**src/rtl/intc_pkg.sv**
```systemverilog
// Shared constants and the rank type for the interrupt controller.
package intc_pkg;
    localparam int LVL_W = 3;
    localparam int PRI_W = 3;
    localparam int CTL_W = 8;

    // Arbitration key: level is compared first, then priority.
    typedef struct packed {
        logic [LVL_W-1:0] lvl;
        logic [PRI_W-1:0] pri;
    } rank_t;
endpackage

```
**src/rtl/intc_regs.sv**
```systemverilog
// Register file: two mask words and one control byte per line.
// Assumes N_SRC == 2*DATA_W and a control window that fits in the address space.
module intc_regs
    import intc_pkg::*;
#(
    parameter int DATA_W       = 32,
    parameter int ADDR_W       = 8,
    parameter int N_SRC        = 64,
    parameter int MASK_LO_ADDR = 8,
    parameter int MASK_HI_ADDR = 12,
    parameter int CTL_BASE     = 64
) (
    input  logic              clk,
    input  logic              rst_n,
    input  logic              bus_sel,
    input  logic              bus_wr,
    input  logic [ADDR_W-1:0] bus_addr,
    input  logic [DATA_W-1:0] bus_wdata,
    output logic [DATA_W-1:0] bus_rdata,
    output logic [DATA_W-1:0] mask_lo_o,
    output logic [DATA_W-1:0] mask_hi_o,
    output logic [CTL_W-1:0]  ctl_o [N_SRC]
);
    localparam int IDX_W = $clog2(N_SRC);

    logic              wr_en;
    logic [ADDR_W-1:0] ctl_off;
    logic              ctl_hit;

    assign wr_en   = bus_sel && bus_wr;
    assign ctl_off = bus_addr - ADDR_W'(CTL_BASE);
    assign ctl_hit = (bus_addr >= ADDR_W'(CTL_BASE)) && (ctl_off < ADDR_W'(N_SRC));

    // Low mask word; bit 0 is the global gate and resets set.
    always_ff @(posedge clk) begin
        if (!rst_n)
            mask_lo_o <= DATA_W'(1);
        else if (wr_en && bus_addr == ADDR_W'(MASK_LO_ADDR))
            mask_lo_o <= bus_wdata;
    end

    // High mask word for lines 32 and up.
    always_ff @(posedge clk) begin
        if (!rst_n)
            mask_hi_o <= '0;
        else if (wr_en && bus_addr == ADDR_W'(MASK_HI_ADDR))
            mask_hi_o <= bus_wdata;
    end

    // One control byte per line; line 0 has none.
    for (genvar i = 0; i < N_SRC; i++) begin : g_ctl
        if (i == 0) begin : g_none
            assign ctl_o[i] = '0;
        end else begin : g_byte
            logic [CTL_W-1:0] ctl_q;
            // Hold the control byte of line i.
            always_ff @(posedge clk) begin
                if (!rst_n)
                    ctl_q <= '0;
                else if (wr_en && bus_addr == ADDR_W'(CTL_BASE + i))
                    ctl_q <= bus_wdata[CTL_W-1:0];
            end
            assign ctl_o[i] = ctl_q;
        end
    end

    // Read data selected by address; unmapped reads return zero.
    always_comb begin
        bus_rdata = '0;
        if (bus_addr == ADDR_W'(MASK_LO_ADDR))
            bus_rdata = mask_lo_o;
        else if (bus_addr == ADDR_W'(MASK_HI_ADDR))
            bus_rdata = mask_hi_o;
        else if (ctl_hit)
            bus_rdata = DATA_W'(ctl_o[ctl_off[IDX_W-1:0]]);
    end
endmodule

```
**src/rtl/intc_arbiter.sv**
```systemverilog
// Picks the strongest eligible line: level, then priority, then lowest number.
// Assumes req_i is already masked; lines 1..N_FIXED use a hardwired rank.
module intc_arbiter
    import intc_pkg::*;
#(
    parameter int N_SRC     = 64,
    parameter int N_FIXED   = 7,
    parameter int FIXED_PRI = 4
) (
    input  logic [N_SRC-1:0]         req_i,
    input  logic [CTL_W-1:0]         ctl_i [N_SRC],
    output logic                     win_valid_o,
    output logic [LVL_W-1:0]         win_lvl_o,
    output logic [$clog2(N_SRC)-1:0] win_src_o
);
    localparam int IDX_W = $clog2(N_SRC);

    rank_t            rank [N_SRC];
    logic [N_SRC-1:0] elig;

    // Rank of each line, fixed or from its control byte.
    for (genvar i = 0; i < N_SRC; i++) begin : g_rank
        if (i >= 1 && i <= N_FIXED) begin : g_fixed
            assign rank[i] = '{lvl: LVL_W'(i), pri: PRI_W'(FIXED_PRI)};
        end else begin : g_prog
            assign rank[i] = '{lvl: ctl_i[i][PRI_W +: LVL_W], pri: ctl_i[i][PRI_W-1:0]};
        end
        assign elig[i] = (i != 0) && req_i[i] && (rank[i].lvl != '0);
    end

    // Linear scan; strict compare keeps the lower number on a full tie.
    always_comb begin
        rank_t best;
        best        = '0;
        win_valid_o = 1'b0;
        win_src_o   = '0;
        for (int i = 1; i < N_SRC; i++) begin
            if (elig[i] && rank[i] > best) begin
                best        = rank[i];
                win_valid_o = 1'b1;
                win_src_o   = IDX_W'(i);
            end
        end
        win_lvl_o = best.lvl;
    end
endmodule

```
**src/rtl/intc_present.sv**
```systemverilog
// Output stage: registers the winning level and vector number.
// Assumes VEC_BASE + N_SRC - 1 fits in VEC_W bits.
module intc_present
    import intc_pkg::*;
#(
    parameter int N_SRC    = 64,
    parameter int VEC_W    = 8,
    parameter int VEC_BASE = 64
) (
    input  logic                     clk,
    input  logic                     rst_n,
    input  logic                     win_valid_i,
    input  logic [LVL_W-1:0]         win_lvl_i,
    input  logic [$clog2(N_SRC)-1:0] win_src_i,
    output logic [LVL_W-1:0]         irq_level_o,
    output logic [VEC_W-1:0]         irq_vec_o
);
    // Capture the arbitration result; idle shows zeros.
    always_ff @(posedge clk) begin
        if (!rst_n) begin
            irq_level_o <= '0;
            irq_vec_o   <= '0;
        end else if (win_valid_i) begin
            irq_level_o <= win_lvl_i;
            irq_vec_o   <= VEC_W'(VEC_BASE) + VEC_W'(win_src_i);
        end else begin
            irq_level_o <= '0;
            irq_vec_o   <= '0;
        end
    end
endmodule

```
**src/rtl/intc_top.sv**
```systemverilog
// Interrupt controller top: registers, mask gating, arbitration, output stage.
// Assumes two mask words cover all lines (N_SRC == 2*DATA_W).
module intc_top
    import intc_pkg::*;
#(
    parameter int DATA_W       = 32,
    parameter int ADDR_W       = 8,
    parameter int N_FIXED      = 7,
    parameter int FIXED_PRI    = 4,
    parameter int VEC_W        = 8,
    parameter int VEC_BASE     = 64,
    parameter int MASK_LO_ADDR = 8,
    parameter int MASK_HI_ADDR = 12,
    parameter int CTL_BASE     = 64
) (
    input  logic                  clk,
    input  logic                  rst_n,
    input  logic [2*DATA_W-1:0]   src_i,
    input  logic                  bus_sel,
    input  logic                  bus_wr,
    input  logic [ADDR_W-1:0]     bus_addr,
    input  logic [DATA_W-1:0]     bus_wdata,
    output logic [DATA_W-1:0]     bus_rdata,
    output logic [LVL_W-1:0]      irq_level_o,
    output logic [VEC_W-1:0]      irq_vec_o
);
    localparam int N_SRC = 2 * DATA_W;
    localparam int IDX_W = $clog2(N_SRC);

    logic [DATA_W-1:0] mask_lo_q;
    logic [DATA_W-1:0] mask_hi_q;
    logic [CTL_W-1:0]  ctl_q [N_SRC];
    logic [N_SRC-1:0]  line_mask;
    logic [N_SRC-1:0]  req;
    logic              win_valid;
    logic [LVL_W-1:0]  win_lvl;
    logic [IDX_W-1:0]  win_src;

    intc_regs #(
        .DATA_W(DATA_W), .ADDR_W(ADDR_W), .N_SRC(N_SRC),
        .MASK_LO_ADDR(MASK_LO_ADDR), .MASK_HI_ADDR(MASK_HI_ADDR), .CTL_BASE(CTL_BASE)
    ) u_regs (
        .clk(clk), .rst_n(rst_n),
        .bus_sel(bus_sel), .bus_wr(bus_wr), .bus_addr(bus_addr),
        .bus_wdata(bus_wdata), .bus_rdata(bus_rdata),
        .mask_lo_o(mask_lo_q), .mask_hi_o(mask_hi_q), .ctl_o(ctl_q)
    );

    // Per-line mask vector; bit 0 of the low word does not mask line 0 but gates all.
    assign line_mask = {mask_hi_q, mask_lo_q[DATA_W-1:1], 1'b1};

    // Pending and unmasked lines, cleared entirely by the global gate.
    assign req = mask_lo_q[0] ? '0 : (src_i & ~line_mask);

    intc_arbiter #(
        .N_SRC(N_SRC), .N_FIXED(N_FIXED), .FIXED_PRI(FIXED_PRI)
    ) u_arb (
        .req_i(req), .ctl_i(ctl_q),
        .win_valid_o(win_valid), .win_lvl_o(win_lvl), .win_src_o(win_src)
    );

    intc_present #(
        .N_SRC(N_SRC), .VEC_W(VEC_W), .VEC_BASE(VEC_BASE)
    ) u_out (
        .clk(clk), .rst_n(rst_n),
        .win_valid_i(win_valid), .win_lvl_i(win_lvl), .win_src_i(win_src),
        .irq_level_o(irq_level_o), .irq_vec_o(irq_vec_o)
    );
endmodule

```
**config.mk**
```make
export PLATFORM = sky130hd
export DESIGN_NAME = intc_top
export DESIGN_NICKNAME = d
export VERILOG_FILES = /design/src/rtl/intc_pkg.sv /design/src/rtl/intc_regs.sv /design/src/rtl/intc_arbiter.sv /design/src/rtl/intc_present.sv /design/src/rtl/intc_top.sv
export SDC_FILE = /design/constraint.sdc
export NUM_CORES = 2
export LEC_CHECK = 0
export BUFFER_PORTS_ARGS = -buffer_cell sky130_fd_sc_hd__buf_2
export CAP_MARGIN = 5
export CELL_PAD_IN_SITES_DETAIL_PLACEMENT = 2
export CELL_PAD_IN_SITES_GLOBAL_PLACEMENT = 2
export CORE_MARGIN = 3
export CORE_UTILIZATION = 36
export DETAILED_ROUTE_END_ITERATION = 8
export PLACE_DENSITY_LB_ADDON = 0.1
export REMOVE_ABC_BUFFERS = 1
export SYNTH_ARGS = -nofsm -noshare
export SYNTH_HDL_FRONTEND = slang
export SYNTH_SLANG_ARGS = --single-unit
```
**constraint.sdc**
```tcl
create_clock -name clk -period 138 [get_ports clk]
set_clock_uncertainty 0.05 [all_clocks]
set_input_delay 41.4 -clock clk [delete_from_list [all_inputs] [get_ports clk]]
set_output_delay 41.4 -clock clk [all_outputs]
set_load 0.1 [all_outputs]
```
==> results_dict.tcl <==
set metrics [dict create \
    status "finished, final reports clean" \
    async_flop_share 0 \
    crit_path_end "u_out.irq_level_o[2]$_SDFF_PN0_" \
    fmax_mhz 7.39 \
    r2r_slack_ps 42820 \
    die_area_um2 128000 \
    track_usage 0.297 \
    portBuffers 148 \
    cp_max_fo 7 \
    finalMaxSlewViolations 0 \
    worst_setup_path_start_kind "primary input" \
    hold_class "reg2reg" \
    grt_pass1_vias 47103 \
    vias_per_cell 5.88 \
    worst_path_max_delay_cell "or4_4" \
    routed_wl_um 204000 \
    synth_cell_types 174 \
    min_period_ps 135330 \
    ys_seq_elements 578 \
    avgSynthCellArea_um2 8.59 \
    cts_root_buf "clkbuf_16" \
    p_sw_frac 0.244 \
    routabilityCongestion 0.883 \
    path_delay_family "compound AO/OA/AOI/OAI gates" \
    yosys_warnings 0 \
    synth_top_cell_by_area "dfxtp_1" \
    cts_max_path_buffers 3 \
    crit_type "in2reg" \
    final_common_cell "buf_4" \
    grt_pass1_wl_um 295000 \
    crit_buf_inv 61 \
    synth-edff-count 0 \
    vias 44816 \
    crit_required_ps 138460 \
    drive_gt1_frac 0.333 \
    p_switching_uw 97.8 \
    crit_top_cell "ha_1" \
    cts_buffers 76 \
    cts_hold_buffers 0 \
    grt_max_degree 156 \
    worstReg2RegEnd "u_out.irq_level_o[2]$_SDFF_PN0_" \
    start_util 0.365 \
    p_comb_frac 0.050 \
    final_util 0.468 \
    layout_common_cells "buf_4 (816), nor2_1 (687), dfxtp_1 (577)" \
    antenna_found_initial 13 \
    dieHeight_um 358 \
    fill_cells 13269 \
    synthCells 5194 \
    syn_area_um2 44600 \
    reg2reg_depth 495 \
    hpwl_um 142000 \
    grt-ovfl-total 0 \
    p_leak_nw 23.5 \
    ant_nets 0 \
    cts_tree "yes" \
    tightest_slew_ps 1310 \
    drv_cap 0 \
    ys.flop_type "dfxtp_1" \
    finalSetupViolations 0 \
    p_per_area_nw_per_um2 6.99 \
    synthTopCellsByArea "dfxtp_1 (26%), mux2i_1 (12%), mux4_2 (8.1%)" \
    p_seq_frac 0.417 \
    dr.pass1.iters 5 \
    crit_cells 498 \
    regToRegStartpoint "u_regs.mask_lo_o[0]$_SDFFE_PN1P_" \
    netlist.area_leader.share 0.259 \
    fp-row-count 128 \
    synth_seq_area_share 0.259 \
    cts_max_level 3 \
    cts.sinks 578 \
    clkLatencyLatePin_ps 650 \
    fin_crit_sh 0.981 \
    avgRoutedWirePerCell_um 26.8 \
    total_power_uw 401 \
    drt_iter0_markers 2715 \
    p_int_uw 303 \
    ir_worst_vdd_v 0.00000817 \
    core_um2 122000 \
    die_w_um 358 \
    cp.arrival_ps 135790 \
    drc 0 \
    nNetsFinal 6274 \
    crit_path_max_incr_delay_ps 560 \
    crit_start "src_i[1]" \
    area_growth_pct 28.5 \
    relSlewSlack 0.124 \
    hold_viol_final 0 \
    num_io_pins 151 \
    cp-end-kind "flip-flop" \
    path_clk_slew_ps 60 \
    pwr-share-clk 0.533 \
]
-- worst min-delay path, delay by kind of cell (launching register included) --
kind            cells  cell delay [ps]
compound gates      1               50
flops               1              310
simple gates        1               60
-- area by class of cell --
cell class | count | area (µm²) | area share
sequential | 578 | 11600 | 0.202
inverter | 254 | 961 | 0.0168
timing repair buffer | 982 | 7150 | 0.125
tap | 1625 | 2030 | 0.0355
multi-input combinational | 4044 | 33000 | 0.575
clock inverter | 22 | 385 | 0.00673
antenna | 6 | 15.0 | 0.000262
clock buffer | 111 | 2230 | 0.0388
-- sequential cells by signal, summed over array words and instances, names as in the netlist --
signal,count
u_out.irq_vec_o,7
u_out.irq_level_o,3
u_regs.mask_lo_o,32
u_regs.g_ctl.g_byte.ctl_q,504
u_regs.mask_hi_o,32
-- metrics by stage --
stage / std cells / setup TNS (ps) / worst slack [ps] / hold slack [ps] / instance area [µm²]
detailed placement: 7336 / -39300 / -4170 / 411 / 50700
global route: 7616 / -23110 / -2410 / 440 / 57300
CTS: 7488 / 0 / 26.4 / 420 / 53900
floorplan: 4876 / 0 / 4100 / 383 / 42700
finish: 7622 / 0 / 2670 / 419 / 57300
global placement: 7336 / -8530 / -1060 / 399 / 50700
-- metal layers --
layer / track usage / up-vias / part of all wire
met3: 0.0351 / 322 / 0.041
met1: 0.398 / 23098 / 0.44
met4: 0.0809 / 2 / 0.036
met2: 0.502 / 967 / 0.48
li1: - / 20427 / -
met5: 0 / - / 0.000054
-- cell families after synthesis --
| family | Yosys count | share of synthesized area |
|---|---|---|
| muxes | 763 | 0.221 |
| other | 1 | 0.0000841 |
| DFF | 578 | 0.259 |
| AOI/OAI and AO/OA | 1094 | 0.178 |
| adders and majority gates | 235 | 0.0657 |
| xor gates and xnor gates | 61 | 0.0123 |
| buffers and inverters | 572 | 0.0641 |
| and+or+nand+nor | 1890 | 0.200 |
-- cell usage after synthesis, drive strengths merged (16+ instances only) --
master,n
nor2,725
dfxtp,578
nand2,536
mux2i,522
a21oi,278
o21ai,273
inv,254
clkbuf,234
ha,230
mux4,160
nand3,140
nor3,91
mux2,81
buf,77
and3,54
and2,52
or3,49
a21o,48
a211oi,46
xnor2,43
nand4,41
a31oi,39
a22o,38
nor4b,35
o211ai,35
or2,30
o21a,23
o2111ai,22
o31ai,22
nor3b,21
a2111oi,19
nor2b,19
a22oi,18
nor4,18
xor2,18
o311ai,16
-- power by group through the flow --
| stage | clock network, mW | logic [mW] | registers, mW |
|---|---|---|---|
| CTS | 0.217 | 0.0194 | 0.167 |
| global route | 0.223 | 0.0210 | 0.167 |
| floorplan | 0 | 0.00636 | 0.171 |
| detailed placement | 0 | 0.0192 | 0.171 |
| finish | 0.213 | 0.0201 | 0.167 |
| global placement | 0 | 0.0190 | 0.171 |
-- how the worst min path moves through the flow --
stage	from	endpoint	slack [ps]	cells after the start
floorplan	u_regs.g_ctl[40].g_byte.ctl_q[6]$_SDFFE_PN0P_	u_regs.g_ctl[40].g_byte.ctl_q[6]$_SDFFE_PN0P_	380	2
global placement	u_regs.g_ctl[40].g_byte.ctl_q[6]$_SDFFE_PN0P_	u_regs.g_ctl[40].g_byte.ctl_q[6]$_SDFFE_PN0P_	400	2
detailed placement	u_regs.g_ctl[40].g_byte.ctl_q[6]$_SDFFE_PN0P_	u_regs.g_ctl[40].g_byte.ctl_q[6]$_SDFFE_PN0P_	410	2
CTS	u_regs.g_ctl[40].g_byte.ctl_q[6]$_SDFFE_PN0P_	u_regs.g_ctl[40].g_byte.ctl_q[6]$_SDFFE_PN0P_	420	2
global route	u_regs.mask_lo_o[6]$_SDFFE_PN0P_	u_regs.mask_lo_o[6]$_SDFFE_PN0P_	440	2
finish	u_regs.g_ctl[40].g_byte.ctl_q[7]$_SDFFE_PN0P_	u_regs.g_ctl[40].g_byte.ctl_q[7]$_SDFFE_PN0P_	420	2
-- repair_timing --
item,4_1_cts,5_1_grt
gates resized for setup,92,504
cloned,0,0
pin swaps,24,241
buffers inserted,19,128
setup endpoints to repair,10,10
(Power assumes the default switching activity.)
